--- src/rtl/segser_pkg.sv ---
package segser_pkg;
  typedef enum logic [2:0] {
    PH_ID,
    PH_ADDR,
    PH_DATA,
    PH_CMD,
    PH_DEAD
  } phase_t;

  localparam int MODE_BITS = 3;
  localparam logic [MODE_BITS-1:0] MODE_READ  = 3'b110;
  localparam logic [MODE_BITS-1:0] MODE_WRITE = 3'b101;
  localparam logic [MODE_BITS-1:0] MODE_CMD   = 3'b100;
endpackage

--- src/rtl/pin_sync.sv ---
module pin_sync #(
  parameter int W = 4,
  parameter logic [W-1:0] RST_VAL = '1
) (
  input  logic         clk,
  input  logic         rst_n,
  input  logic [W-1:0] pin_i,
  output logic [W-1:0] lvl_o
);
  logic [W-1:0] meta_q;

  always_ff @(posedge clk or negedge rst_n) begin
    if (!rst_n) begin
      meta_q <= RST_VAL;
      lvl_o  <= RST_VAL;
    end else begin
      meta_q <= pin_i;
      lvl_o  <= meta_q;
    end
  end
endmodule

--- src/rtl/nibble_ram.sv ---
module nibble_ram #(
  parameter int AW    = 8,
  parameter int DW    = 4,
  parameter int DEPTH = 192
) (
  input  logic          clk,
  input  logic          rst_n,
  input  logic          we_i,
  input  logic [AW-1:0] waddr_i,
  input  logic [DW-1:0] wdata_i,
  input  logic [AW-1:0] raddr_i,
  output logic [DW-1:0] rdata_o
);
  localparam logic [AW-1:0] TOP = AW'(DEPTH);

  logic [DW-1:0] mem [DEPTH];

  always_ff @(posedge clk or negedge rst_n) begin
    if (!rst_n) begin
      for (int i = 0; i < DEPTH; i++) mem[i] <= '0;
    end else if (we_i && (waddr_i < TOP)) begin
      mem[waddr_i] <= wdata_i;
    end
  end

  assign rdata_o = (raddr_i < TOP) ? mem[raddr_i] : '0;

  AST_WRITE_LANDS: assert property (@(posedge clk) disable iff (!rst_n)
    (we_i && (waddr_i < TOP)) |=> (mem[$past(waddr_i)] == $past(wdata_i)));
endmodule

--- src/rtl/frame_decoder.sv ---
module frame_decoder
  import segser_pkg::*;
#(
  parameter int AW    = 8,
  parameter int DW    = 4,
  parameter int DEPTH = 192,
  parameter int CW    = 9
) (
  input  logic          clk,
  input  logic          rst_n,
  input  logic          cs_s_i,
  input  logic          wr_s_i,
  input  logic          rd_s_i,
  input  logic          din_i,
  input  logic [DW-1:0] rdata_i,
  output logic [AW-1:0] raddr_o,
  output logic          we_o,
  output logic [AW-1:0] waddr_o,
  output logic [DW-1:0] wdata_o,
  output logic          dout_o,
  output logic          oe_o,
  output logic          cstb_o,
  output logic [CW-2:0] ccode_o
);
  localparam int DIW  = (DW > 1) ? $clog2(DW) : 1;
  localparam int MAXC = (AW > CW) ? AW : CW;
  localparam int CNTW = $clog2(MAXC + 1);
  localparam logic [AW-1:0]   LAST_ADDR = AW'(DEPTH - 1);
  localparam logic [DIW-1:0]  LAST_BIT  = DIW'(DW - 1);
  localparam logic [CNTW-1:0] ID_END    = CNTW'(MODE_BITS - 1);
  localparam logic [CNTW-1:0] ADDR_END  = CNTW'(AW - 1);
  localparam logic [CNTW-1:0] NIB_END   = CNTW'(DW - 1);
  localparam logic [CNTW-1:0] CMD_END   = CNTW'(CW - 1);

  phase_t         ph_q;
  logic           rd_mode_q;
  logic [CNTW-1:0] cnt_q;
  logic [1:0]     id_q;
  logic [AW-1:0]  addr_q;
  logic [DW-2:0]  wbuf_q;
  logic [DIW-1:0] rbit_q;
  logic           rlast_q;
  logic [CW-2:0]  csh_q;
  logic           wr_q, rd_q;

  logic wr_rise, rd_fall, rd_rise;
  logic [AW-1:0] addr_nxt;
  logic [MODE_BITS-1:0] id_full;

  assign wr_rise  = wr_s_i & ~wr_q;
  assign rd_fall  = ~rd_s_i & rd_q;
  assign rd_rise  = rd_s_i & ~rd_q;
  assign addr_nxt = (addr_q >= LAST_ADDR) ? '0 : addr_q + 1'b1;
  assign id_full  = {id_q, din_i};
  assign raddr_o  = addr_q;

  always_ff @(posedge clk or negedge rst_n) begin
    if (!rst_n) begin
      wr_q <= 1'b1;
      rd_q <= 1'b1;
    end else begin
      wr_q <= wr_s_i;
      rd_q <= rd_s_i;
    end
  end

  always_ff @(posedge clk or negedge rst_n) begin
    if (!rst_n) begin
      ph_q      <= PH_ID;
      rd_mode_q <= 1'b0;
      cnt_q     <= '0;
      id_q      <= '0;
      addr_q    <= '0;
      wbuf_q    <= '0;
      rbit_q    <= '0;
      rlast_q   <= 1'b0;
      csh_q     <= '0;
      we_o      <= 1'b0;
      waddr_o   <= '0;
      wdata_o   <= '0;
      dout_o    <= 1'b0;
      oe_o      <= 1'b0;
      cstb_o    <= 1'b0;
      ccode_o   <= '0;
    end else begin
      we_o   <= 1'b0;
      cstb_o <= 1'b0;
      if (cs_s_i) begin
        ph_q    <= PH_ID;
        cnt_q   <= '0;
        oe_o    <= 1'b0;
        rbit_q  <= '0;
        rlast_q <= 1'b0;
      end else begin
        unique case (ph_q)
          PH_ID: if (wr_rise) begin
            id_q <= id_full[1:0];
            if (cnt_q == ID_END) begin
              cnt_q <= '0;
              rbit_q <= '0;
              case (id_full)
                MODE_READ:  begin ph_q <= PH_ADDR; rd_mode_q <= 1'b1; end
                MODE_WRITE: begin ph_q <= PH_ADDR; rd_mode_q <= 1'b0; end
                MODE_CMD:   ph_q <= PH_CMD;
                default:    ph_q <= PH_DEAD;
              endcase
            end else begin
              cnt_q <= cnt_q + 1'b1;
            end
          end
          PH_ADDR: if (wr_rise) begin
            addr_q <= {addr_q[AW-2:0], din_i};
            if (cnt_q == ADDR_END) begin
              cnt_q <= '0;
              ph_q  <= PH_DATA;
            end else begin
              cnt_q <= cnt_q + 1'b1;
            end
          end
          PH_DATA: begin
            if (rd_mode_q) begin
              if (rd_fall) begin
                dout_o <= rdata_i[rbit_q];
                oe_o   <= 1'b1;
                if (rbit_q == LAST_BIT) begin
                  rbit_q <= '0;
                  addr_q <= addr_nxt;
                end else begin
                  rbit_q <= rbit_q + 1'b1;
                end
              end
            end else if (wr_rise) begin
              oe_o    <= 1'b0;
              rlast_q <= 1'b0;
              rbit_q  <= '0;
              if (cnt_q == NIB_END) begin
                we_o    <= 1'b1;
                waddr_o <= addr_q;
                wdata_o <= {din_i, wbuf_q};
                addr_q  <= addr_nxt;
                cnt_q   <= '0;
              end else begin
                wbuf_q[cnt_q[DIW-1:0]] <= din_i;
                cnt_q <= cnt_q + 1'b1;
              end
            end else if (rd_fall && (cnt_q == '0)) begin
              dout_o <= rdata_i[rbit_q];
              oe_o   <= 1'b1;
              if (rbit_q == LAST_BIT) begin
                rbit_q  <= '0;
                rlast_q <= 1'b1;
              end else begin
                rbit_q <= rbit_q + 1'b1;
              end
            end else if (rd_rise && rlast_q) begin
              oe_o    <= 1'b0;
              rlast_q <= 1'b0;
            end
          end
          PH_CMD: if (wr_rise) begin
            if (cnt_q == CMD_END) begin
              cstb_o  <= 1'b1;
              ccode_o <= csh_q;
              cnt_q   <= '0;
            end else begin
              csh_q <= {csh_q[CW-3:0], din_i};
              cnt_q <= cnt_q + 1'b1;
            end
          end
          default: ;
        endcase
      end
    end
  end

  AST_OE_DROPS_ON_CS: assert property (@(posedge clk) disable iff (!rst_n)
    cs_s_i |=> !oe_o);
  AST_NO_OE_WITH_CMD: assert property (@(posedge clk) disable iff (!rst_n)
    cstb_o |-> !oe_o);
  AST_ADDR_WRAPS: assert property (@(posedge clk) disable iff (!rst_n)
    we_o |-> (addr_q <= LAST_ADDR));
endmodule

--- src/rtl/cmd_hold.sv ---
module cmd_hold #(
  parameter int OW = 8
) (
  input  logic          clk,
  input  logic          rst_n,
  input  logic          stb_i,
  input  logic [OW-1:0] code_i,
  input  logic          ready_i,
  output logic          valid_o,
  output logic [OW-1:0] code_o
);
  always_ff @(posedge clk or negedge rst_n) begin
    if (!rst_n) begin
      valid_o <= 1'b0;
      code_o  <= '0;
    end else if (stb_i && (!valid_o || ready_i)) begin
      valid_o <= 1'b1;
      code_o  <= code_i;
    end else if (ready_i) begin
      valid_o <= 1'b0;
    end
  end

  AST_CMD_HELD: assert property (@(posedge clk) disable iff (!rst_n)
    (valid_o && !ready_i) |=> (valid_o && $stable(code_o)));
endmodule

--- src/rtl/segram_serial_port.sv ---
module segram_serial_port #(
  parameter int ADDR_BITS = 8,
  parameter int NIB_BITS  = 4,
  parameter int RAM_DEPTH = 192,
  parameter int CMD_BITS  = 9
) (
  input  logic                clk,
  input  logic                rst_n,
  input  logic                cs_n_i,
  input  logic                wr_i,
  input  logic                rd_i,
  input  logic                data_i,
  output logic                data_o,
  output logic                data_oe_o,
  output logic                cmd_valid_o,
  input  logic                cmd_ready_i,
  output logic [CMD_BITS-2:0] cmd_code_o
);
  localparam int PINS = 4;

  logic [PINS-1:0] pins_s;
  logic [ADDR_BITS-1:0] raddr, waddr;
  logic [NIB_BITS-1:0]  rdata, wdata;
  logic                 we, cstb;
  logic [CMD_BITS-2:0]  ccode;

  pin_sync #(.W(PINS), .RST_VAL({PINS{1'b1}})) u_sync (
    .clk   (clk),
    .rst_n (rst_n),
    .pin_i ({cs_n_i, wr_i, rd_i, data_i}),
    .lvl_o (pins_s)
  );

  frame_decoder #(
    .AW(ADDR_BITS), .DW(NIB_BITS), .DEPTH(RAM_DEPTH), .CW(CMD_BITS)
  ) u_dec (
    .clk     (clk),
    .rst_n   (rst_n),
    .cs_s_i  (pins_s[3]),
    .wr_s_i  (pins_s[2]),
    .rd_s_i  (pins_s[1]),
    .din_i   (pins_s[0]),
    .rdata_i (rdata),
    .raddr_o (raddr),
    .we_o    (we),
    .waddr_o (waddr),
    .wdata_o (wdata),
    .dout_o  (data_o),
    .oe_o    (data_oe_o),
    .cstb_o  (cstb),
    .ccode_o (ccode)
  );

  nibble_ram #(.AW(ADDR_BITS), .DW(NIB_BITS), .DEPTH(RAM_DEPTH)) u_ram (
    .clk     (clk),
    .rst_n   (rst_n),
    .we_i    (we),
    .waddr_i (waddr),
    .wdata_i (wdata),
    .raddr_i (raddr),
    .rdata_o (rdata)
  );

  cmd_hold #(.OW(CMD_BITS - 1)) u_cmd (
    .clk     (clk),
    .rst_n   (rst_n),
    .stb_i   (cstb),
    .code_i  (ccode),
    .ready_i (cmd_ready_i),
    .valid_o (cmd_valid_o),
    .code_o  (cmd_code_o)
  );
endmodule

--- config.mk ---
export PLATFORM = sky130hd
export DESIGN_NAME = segram_serial_port
export DESIGN_NICKNAME = d
export VERILOG_FILES = /design/src/rtl/segser_pkg.sv /design/src/rtl/pin_sync.sv /design/src/rtl/nibble_ram.sv /design/src/rtl/frame_decoder.sv /design/src/rtl/cmd_hold.sv /design/src/rtl/segram_serial_port.sv
export SDC_FILE = /design/constraint.sdc
export NUM_CORES = 1
export LEC_CHECK = 0
export BUFFER_PORTS_ARGS = -buffer_cell sky130_fd_sc_hd__buf_2
export CAP_MARGIN = 40
export CORE_MARGIN = 2
export CORE_UTILIZATION = 35
export CTS_BUF_LIST = sky130_fd_sc_hd__clkbuf_8
export DETAILED_ROUTE_END_ITERATION = 6
export GPL_TIMING_DRIVEN = 0
export HOLD_SLACK_MARGIN = 0.15
export SLEW_MARGIN = 20
export SYNTH_ARGS = -nofsm -noshare
export SYNTH_HDL_FRONTEND = slang
export SYNTH_SLANG_ARGS = --single-unit
--- constraint.sdc ---
create_clock -name clk -period 2.48 [get_ports clk]
set_input_delay 0.372 -clock clk [delete_from_list [all_inputs] [get_ports clk]]
set_output_delay 0.372 -clock clk [all_outputs]
set_load 0.005 [all_outputs]
* Word-level counts from Yosys, hierarchy flattened
Index checks and enable logic that the tools add are counted.
** Storage, ports and cells
- Register bits :: 843
- Output and inout port bits :: 11
- Logic and storage cells :: 378
** Cells by class
- $add $sub $neg :: 3
- Magnitude comparators :: 9
- Equality and inequality tests :: 30
- Mux-type cells :: 76
- Bitwise gates (word level) :: 12
- Reduce and logical (&&, ||, !) cells :: 34
** Operator list (count)
- $bwmux 768 :: 1
- $mux 4 :: 14
- $mux 8 :: 7
- $bmux 4 s8 :: 1
- $demux 4 s8 :: 1
- $mux 1 :: 30
- $reduce_and 5->1 :: 6
- $ge 9x9->1 const B :: 2
- $ne 3x2->1 const B :: 6
- $not 8->9 :: 2
- $lt 8x8->1 const B :: 2
- $mux 2 :: 8
- $pmux 4 s4 :: 1
- $pmux 8 s2 :: 1
- $mux 3 :: 5
- $ne 3x3->1 const B :: 4
- $pmux 3 s2 :: 2
- $reduce_and 4->1 :: 3
- $reduce_bool 2->1 :: 5
- $reduce_bool 5->1 :: 2
- $eq 3x3->1 const B :: 3
- $lt 9x1->1 const B :: 1
- $add 8x1->8 const B :: 1
- $eq 4x2->1 const B :: 2
- other kinds (34) :: 54

* Longest topological paths before layout
- Word-level depth :: 10
- Depth in mapped cells :: 13
- Mapped depth without buffers :: 9

* By module
From an unflattened synthesis, not the netlist that was laid out.
** Unflattened totals
- Cell total of the unflattened synthesis :: 2734
- Area total of the unflattened synthesis :: 39367.8 um^2
** Modules (own cells, without submodules)
- nibble_ram :: times used 1, cells each 2437, area each 35728.0 um^2
- frame_decoder :: times used 1, cells each 269, area each 3051.7 um^2
- cmd_hold :: times used 1, cells each 20, area each 377.9 um^2
- pin_sync :: times used 1, cells each 8, area each 210.2 um^2

* Worst setup path before layout
Ideal clock, no wire load.
- Path type :: register to register
- Start :: register u_dec.addr_q[0], in the netlist u_dec.raddr_o[0]
- End :: register u_dec.dout_o
- Library setup time :: 133 ps
- Data arrival time :: 2402 ps
- Data required time :: 2347 ps
- Slack :: -55 ps
- Cell stages (with the launch flop) :: 12
- Path buffers :: 4
- Period minus slack after synthesis :: 2535 ps
- Cell sequence :: dfrtp_1 buf_6 buf_6 buf_4 buf_6 mux4_2 mux2i_1 o221ai_1 a211oi_1 o22ai_1 a311oi_1 a31oi_1
** On the way
- Word-level cells in the longest chain between the ends :: 10
- Elaborated cells on any way between the ends :: 12
- Those cells by class :: 1 x order compare; 10 x mux; 1 x bitwise
** RTL lines
- from (decl) :: RTL line frame_decoder.sv:39 : logic [AW-1:0] addr_q;
- from (signal assigned) :: RTL line frame_decoder.sv:112 : addr_q <= {addr_q[AW-2:0], din_i};
- from (signal assigned) :: RTL line frame_decoder.sv:127 : addr_q <= addr_nxt;
- from (signal assigned) :: RTL line frame_decoder.sv:140 : addr_q <= addr_nxt;
- $not 8->9 (implied by the code) :: RTL line nibble_ram.sv:26 : assign rdata_o = (raddr_i < TOP) ? mem[raddr_i] : '0;
- $bmux 4 s8 :: RTL line nibble_ram.sv:26
- $mux 4 (implied by the code) (2 in series) :: RTL line nibble_ram.sv:26
- $mux 4 * :: RTL line nibble_ram.sv:26
- $bmux 1 s2 * :: RTL line frame_decoder.sv:123, frame_decoder.sv:147
- $mux 1 (implied by the code) * :: RTL line frame_decoder.sv:123, frame_decoder.sv:147
- $mux 1 :: RTL line frame_decoder.sv:146 : end else if (rd_fall && (cnt_q == '0)) begin
- $mux 1 :: RTL line frame_decoder.sv:132 : end else if (wr_rise) begin
- $mux 1 * :: RTL line frame_decoder.sv:121 : if (rd_mode_q) begin
- to (signal assigned) :: RTL line frame_decoder.sv:123 : dout_o <= rdata_i[rbit_q];
- to (signal assigned) :: RTL line frame_decoder.sv:147 : dout_o <= rdata_i[rbit_q];
- to (decl) :: RTL line frame_decoder.sv:20 : output logic dout_o,
Every way passes the cells marked *; elsewhere a longest branch is shown, timed or not. The select of a mux whose other input is x is not followed.
A chain may end at the register's enable or synchronous reset.

* Final worst setup path
Same ends and word-level chain as after synthesis.

==> summary.txt <==
Status
  – Status: complete, but fails checks
  – Failing checks: setup timing

Synthesis
  – Number of synthesized register bits: 843
  – Cell variety after synth: 61
  – EDFF count, synth: 0
  – Synth Area in Adders: 0.1909%
  – Most used DFF post-synth: dfrtp_1
  – Mux cell area share after synthesis: 34.82%
  – Largest family of logic cells by synthesized area: multiplexers
  – Seq/Total Area, Yosys: 53.67%
  – Net Count, Synth: 2807
  – Synth warn: 0
  – Mapped Avg Cell Area: 14.08 um^2
  – Post-synthesis xor/xnor area fraction: 0%
  – Cell count after synthesis: 2794
  – Synth async-reset ratio: 100.0%
  – Cell area after synthesis: 0.03933 mm^2
  – Synth Area in Simple Gates: 5.202%
  – Synth Area in Compound Gates: 3.401%

Route
  – Total routed wirelength: 132.9 mm
  – ANT nets after route: 0
  – DRT Pass-1 Iters: 5
  – Vias per cell: 5.651
  – DRT iter0 DRCs: 2614
  – Drt wl/cell: 28.77 um
  – Vias post-DR: 26110
  – DRC viols: 0

Setup path
  – Worst path max stage delay: 370 ps
  – R2R Path End: u_dec.dout_o
  – Critical path endpoint category: flop
  – Setup CP Type: flop to flop
  – R2R setup slack: -840 ps
  – Crit-path slowest cell: dfrtp_1
  – FF-to-FF Start: u_dec.raddr_o[0]
  – Startpoint types: flop
  – Cell count of the worst reg-to-reg path: 12
  – CP cell instances: buf_6 -> buf_12 -> buf_16 -> buf_8 -> buf_4 -> a211oi_1 -> a221oi_1 -> a31oi_1 -> o221a_2 -> a211o_1 -> a211o_1 -> a31oi_1
  – Arrival time worst endpoint: 4080 ps
  – WP data required: 3230 ps
  – Crit path max fanout: 10

Timing
  – Worst slew pin tran: 920.3 ps
  – Setup Skew: 40.18 ps
  – Hold Vio Cnt, Final: 0
  – Fin crit period: 3324 ps
  – Setup TNS Final: -844.1 ps
  – Final count of pins violating max slew: 0
  – Setup violations, final: 1
  – Setup ws final: -844.1 ps
  – Fin crit share: 134.0%
  – Worst slew margin: 38.65%
  – RSZ-0062 raised after global routing: yes
  – Fmax achieved: 300.8 MHz

Global routing
  – Vias in the first global route: 26610
  – Initial antenna violation count: 6
  – GR Overflow Total: 0
  – First-pass GRT wire length: 191.9 mm
  – GRT Resource Usage Total: 23.07%
  – Largest net degree at the start of global routing: 132

Place
  – Placed Cells: 4338
  – Setup WS pre-CTS: -1670 ps
  – RePlAce Congestion: 1.001
  – Number of port buffers: 17
  – Post-DP HPWL: 92.30 mm

Power and ir drop
  – Leak Pwr: 21.54 nW
  – Pwr Density: 721.3 mW/mm^2
  – Max VDD drop: 0.4884 mV

CTS
  – Clk buf depth: 3
  – H-tree levels: 4
  – CTS Buf Count: 149
  – Clock Sinks: 843
  – Clock slew at reported path FFs: 60 ps
  – Clk root buf: clkbuf_8
  – Worst skew pair latency: 850 ps
  – CTS tree: yes

Finish
  – Fin nets: 3033
  – Post-layout util: 41.56%
  – Fillers: 10470
  – Synth-to-Final Area Change: 17.43%
  – Layout cells sized above 1: 46.87%
  – Finished Layout Cells: 4620

Floorplanning
  – Die Span X: 339.2 um
  – Die H: 339.2 um
  – Die footprint: 0.1151 mm^2
  – Core ar.: 0.1111 mm^2
  – Row cnt: 122
  – IO Pins: 18
  – Initial core utilization: 35.39%

Hold path
  – Hold crit path type: input port to async pin

Run
  – Max cap viols: 0
## power by group
part           total, W  leakage (nW)  switching, W  internal, W
logic           0.00652          8.12       0.00409      0.00242
clock network    0.0129          1.70       0.00606      0.00680
registers        0.0139          11.7     0.0000830       0.0139
## what timing repair did
item	in CTS	in global routing
pin swaps	5	4
setup buffers	17	6
resized for setup	221	49
hold buffers	9	2
endpoints found under the setup margin	698	431
endpoints found under the hold margin	377	53
## cells in the final DEF (no fill, tap or decap), drive strengths merged, types with 9 or more instances in the layout
cell	n
mux2i	90
dlygate4sd3	9
nor3	34
clkinv	16
a211oi	12
o21ai	33
a21oi	26
nand2	223
o22ai	27
dfstp	10
inv	63
mux2	812
nand2b	22
o221ai	20
dfrtp	833
a22oi	22
nand3	21
buf	142
clkbuf	322
nor2	116
mux4	160
nor2b	19
## synth_stat cells, drive strengths merged (22+ instances only)
cell	count	area (um^2)
dfrtp	833	20840
mux2	812	9144
nand2	223	837.1
mux4	160	3649
clkbuf	152	570.6
nor2	116	435.4
mux2i	90	900.9
buf	59	459.2
nor3	34	175.2
o21ai	33	165.2
o22ai	27	168.9
a21oi	26	130.1
a22oi	22	165.2
nand2b	22	137.6
## metal layers
| metal | up-vias | GRT usage (%) | share of wire, % | wire length [um] |
|---|---|---|---|---|
| met1 | 14040 | 31.11 | 43 | 56800 |
| met3 | 283 | 6.076 | 7.9 | 10470 |
| li1 | 10740 | - | - | - |
| met5 | - | 0 | 0.024 | 32 |
| met4 | 6 | 10.50 | 4.5 | 6036 |
| met2 | 1037 | 34.87 | 45 | 59560 |
## per-stage QoR
step	total power [W]	hold WS, ps	area (um^2)
after global routing	0.03434	155.8	46180
after global placement	0.01978	350.6	41300
after floorplan	0.01725	76.41	39360
after CTS	0.03331	38.24	45910
final	0.03331	156.3	46180
after detailed placement	0.01988	309.9	41940
## flip-flops by register name, indices dropped and copies added (netlist names)
name / cells
u_sync.meta_q: 4
u_dec.cstb_o: 1
u_dec.oe_o: 1
u_dec.cnt_q: 4
u_ram.mem: 768
u_dec.dout_o: 1
u_dec.ccode_o: 8
u_dec.rd_mode_q: 1
u_dec.csh_q: 8
u_dec.ph_q: 3
u_dec.raddr_o: 8
u_dec.id_q: 2
u_dec.rbit_q: 2
u_dec.wdata_o: 4
u_dec.wr_q: 1
u_cmd.valid_o: 1
u_dec.we_o: 1
u_dec.wbuf_q: 3
u_dec.rd_q: 1
u_dec.rlast_q: 1
u_cmd.code_o: 8
u_sync.lvl_o: 4
u_dec.waddr_o: 8
## critical path, delay by kind of cell (launching register included)
family                 cells  cell delay [ps]
buffers and inverters      5             1040
flip-flops                 1              370
AO/OA/AOI/OAI              7             1750
## worst max-delay path by stage
stage	from	to	cells after the start
finish	u_dec.raddr_o[0]	u_dec.dout_o	12
global route	u_dec.raddr_o[0]	u_dec.dout_o	13
CTS	u_dec.raddr_o[0]	u_dec.dout_o	12
detailed placement	u_dec.raddr_o[1]	u_dec.dout_o	11
global placement	rst_n	u_ram.mem[121]	1
floorplan	u_dec.raddr_o[0]	u_dec.dout_o	11
## kinds of logic after synthesis
kind of cell,Yosys count
buffers and inverters,221
AND/OR/NAND/NOR,470
flip-flops,843
AO/OA/AOI/OAI,192
adder cells (fa/ha/maj),6
multiplexers,1062
## final cells by class
class | instances | area [um^2] | area share (%)
Buffer | 196 | 1416 | 3.067
Inverter | 10 | 40.04 | 0.08670
Tap cell | 1488 | 1862 | 4.031
Timing Repair Buffer | 90 | 1027 | 2.224
Antenna cell | 4 | 10.01 | 0.02167
Sequential cell | 843 | 21120 | 45.72
Multi-Input combinational cell | 1730 | 17770 | 38.48
Clock buffer | 187 | 2574 | 5.573
Clock inverter | 72 | 367.9 | 0.7965
(Power assumes the default switching activity.)
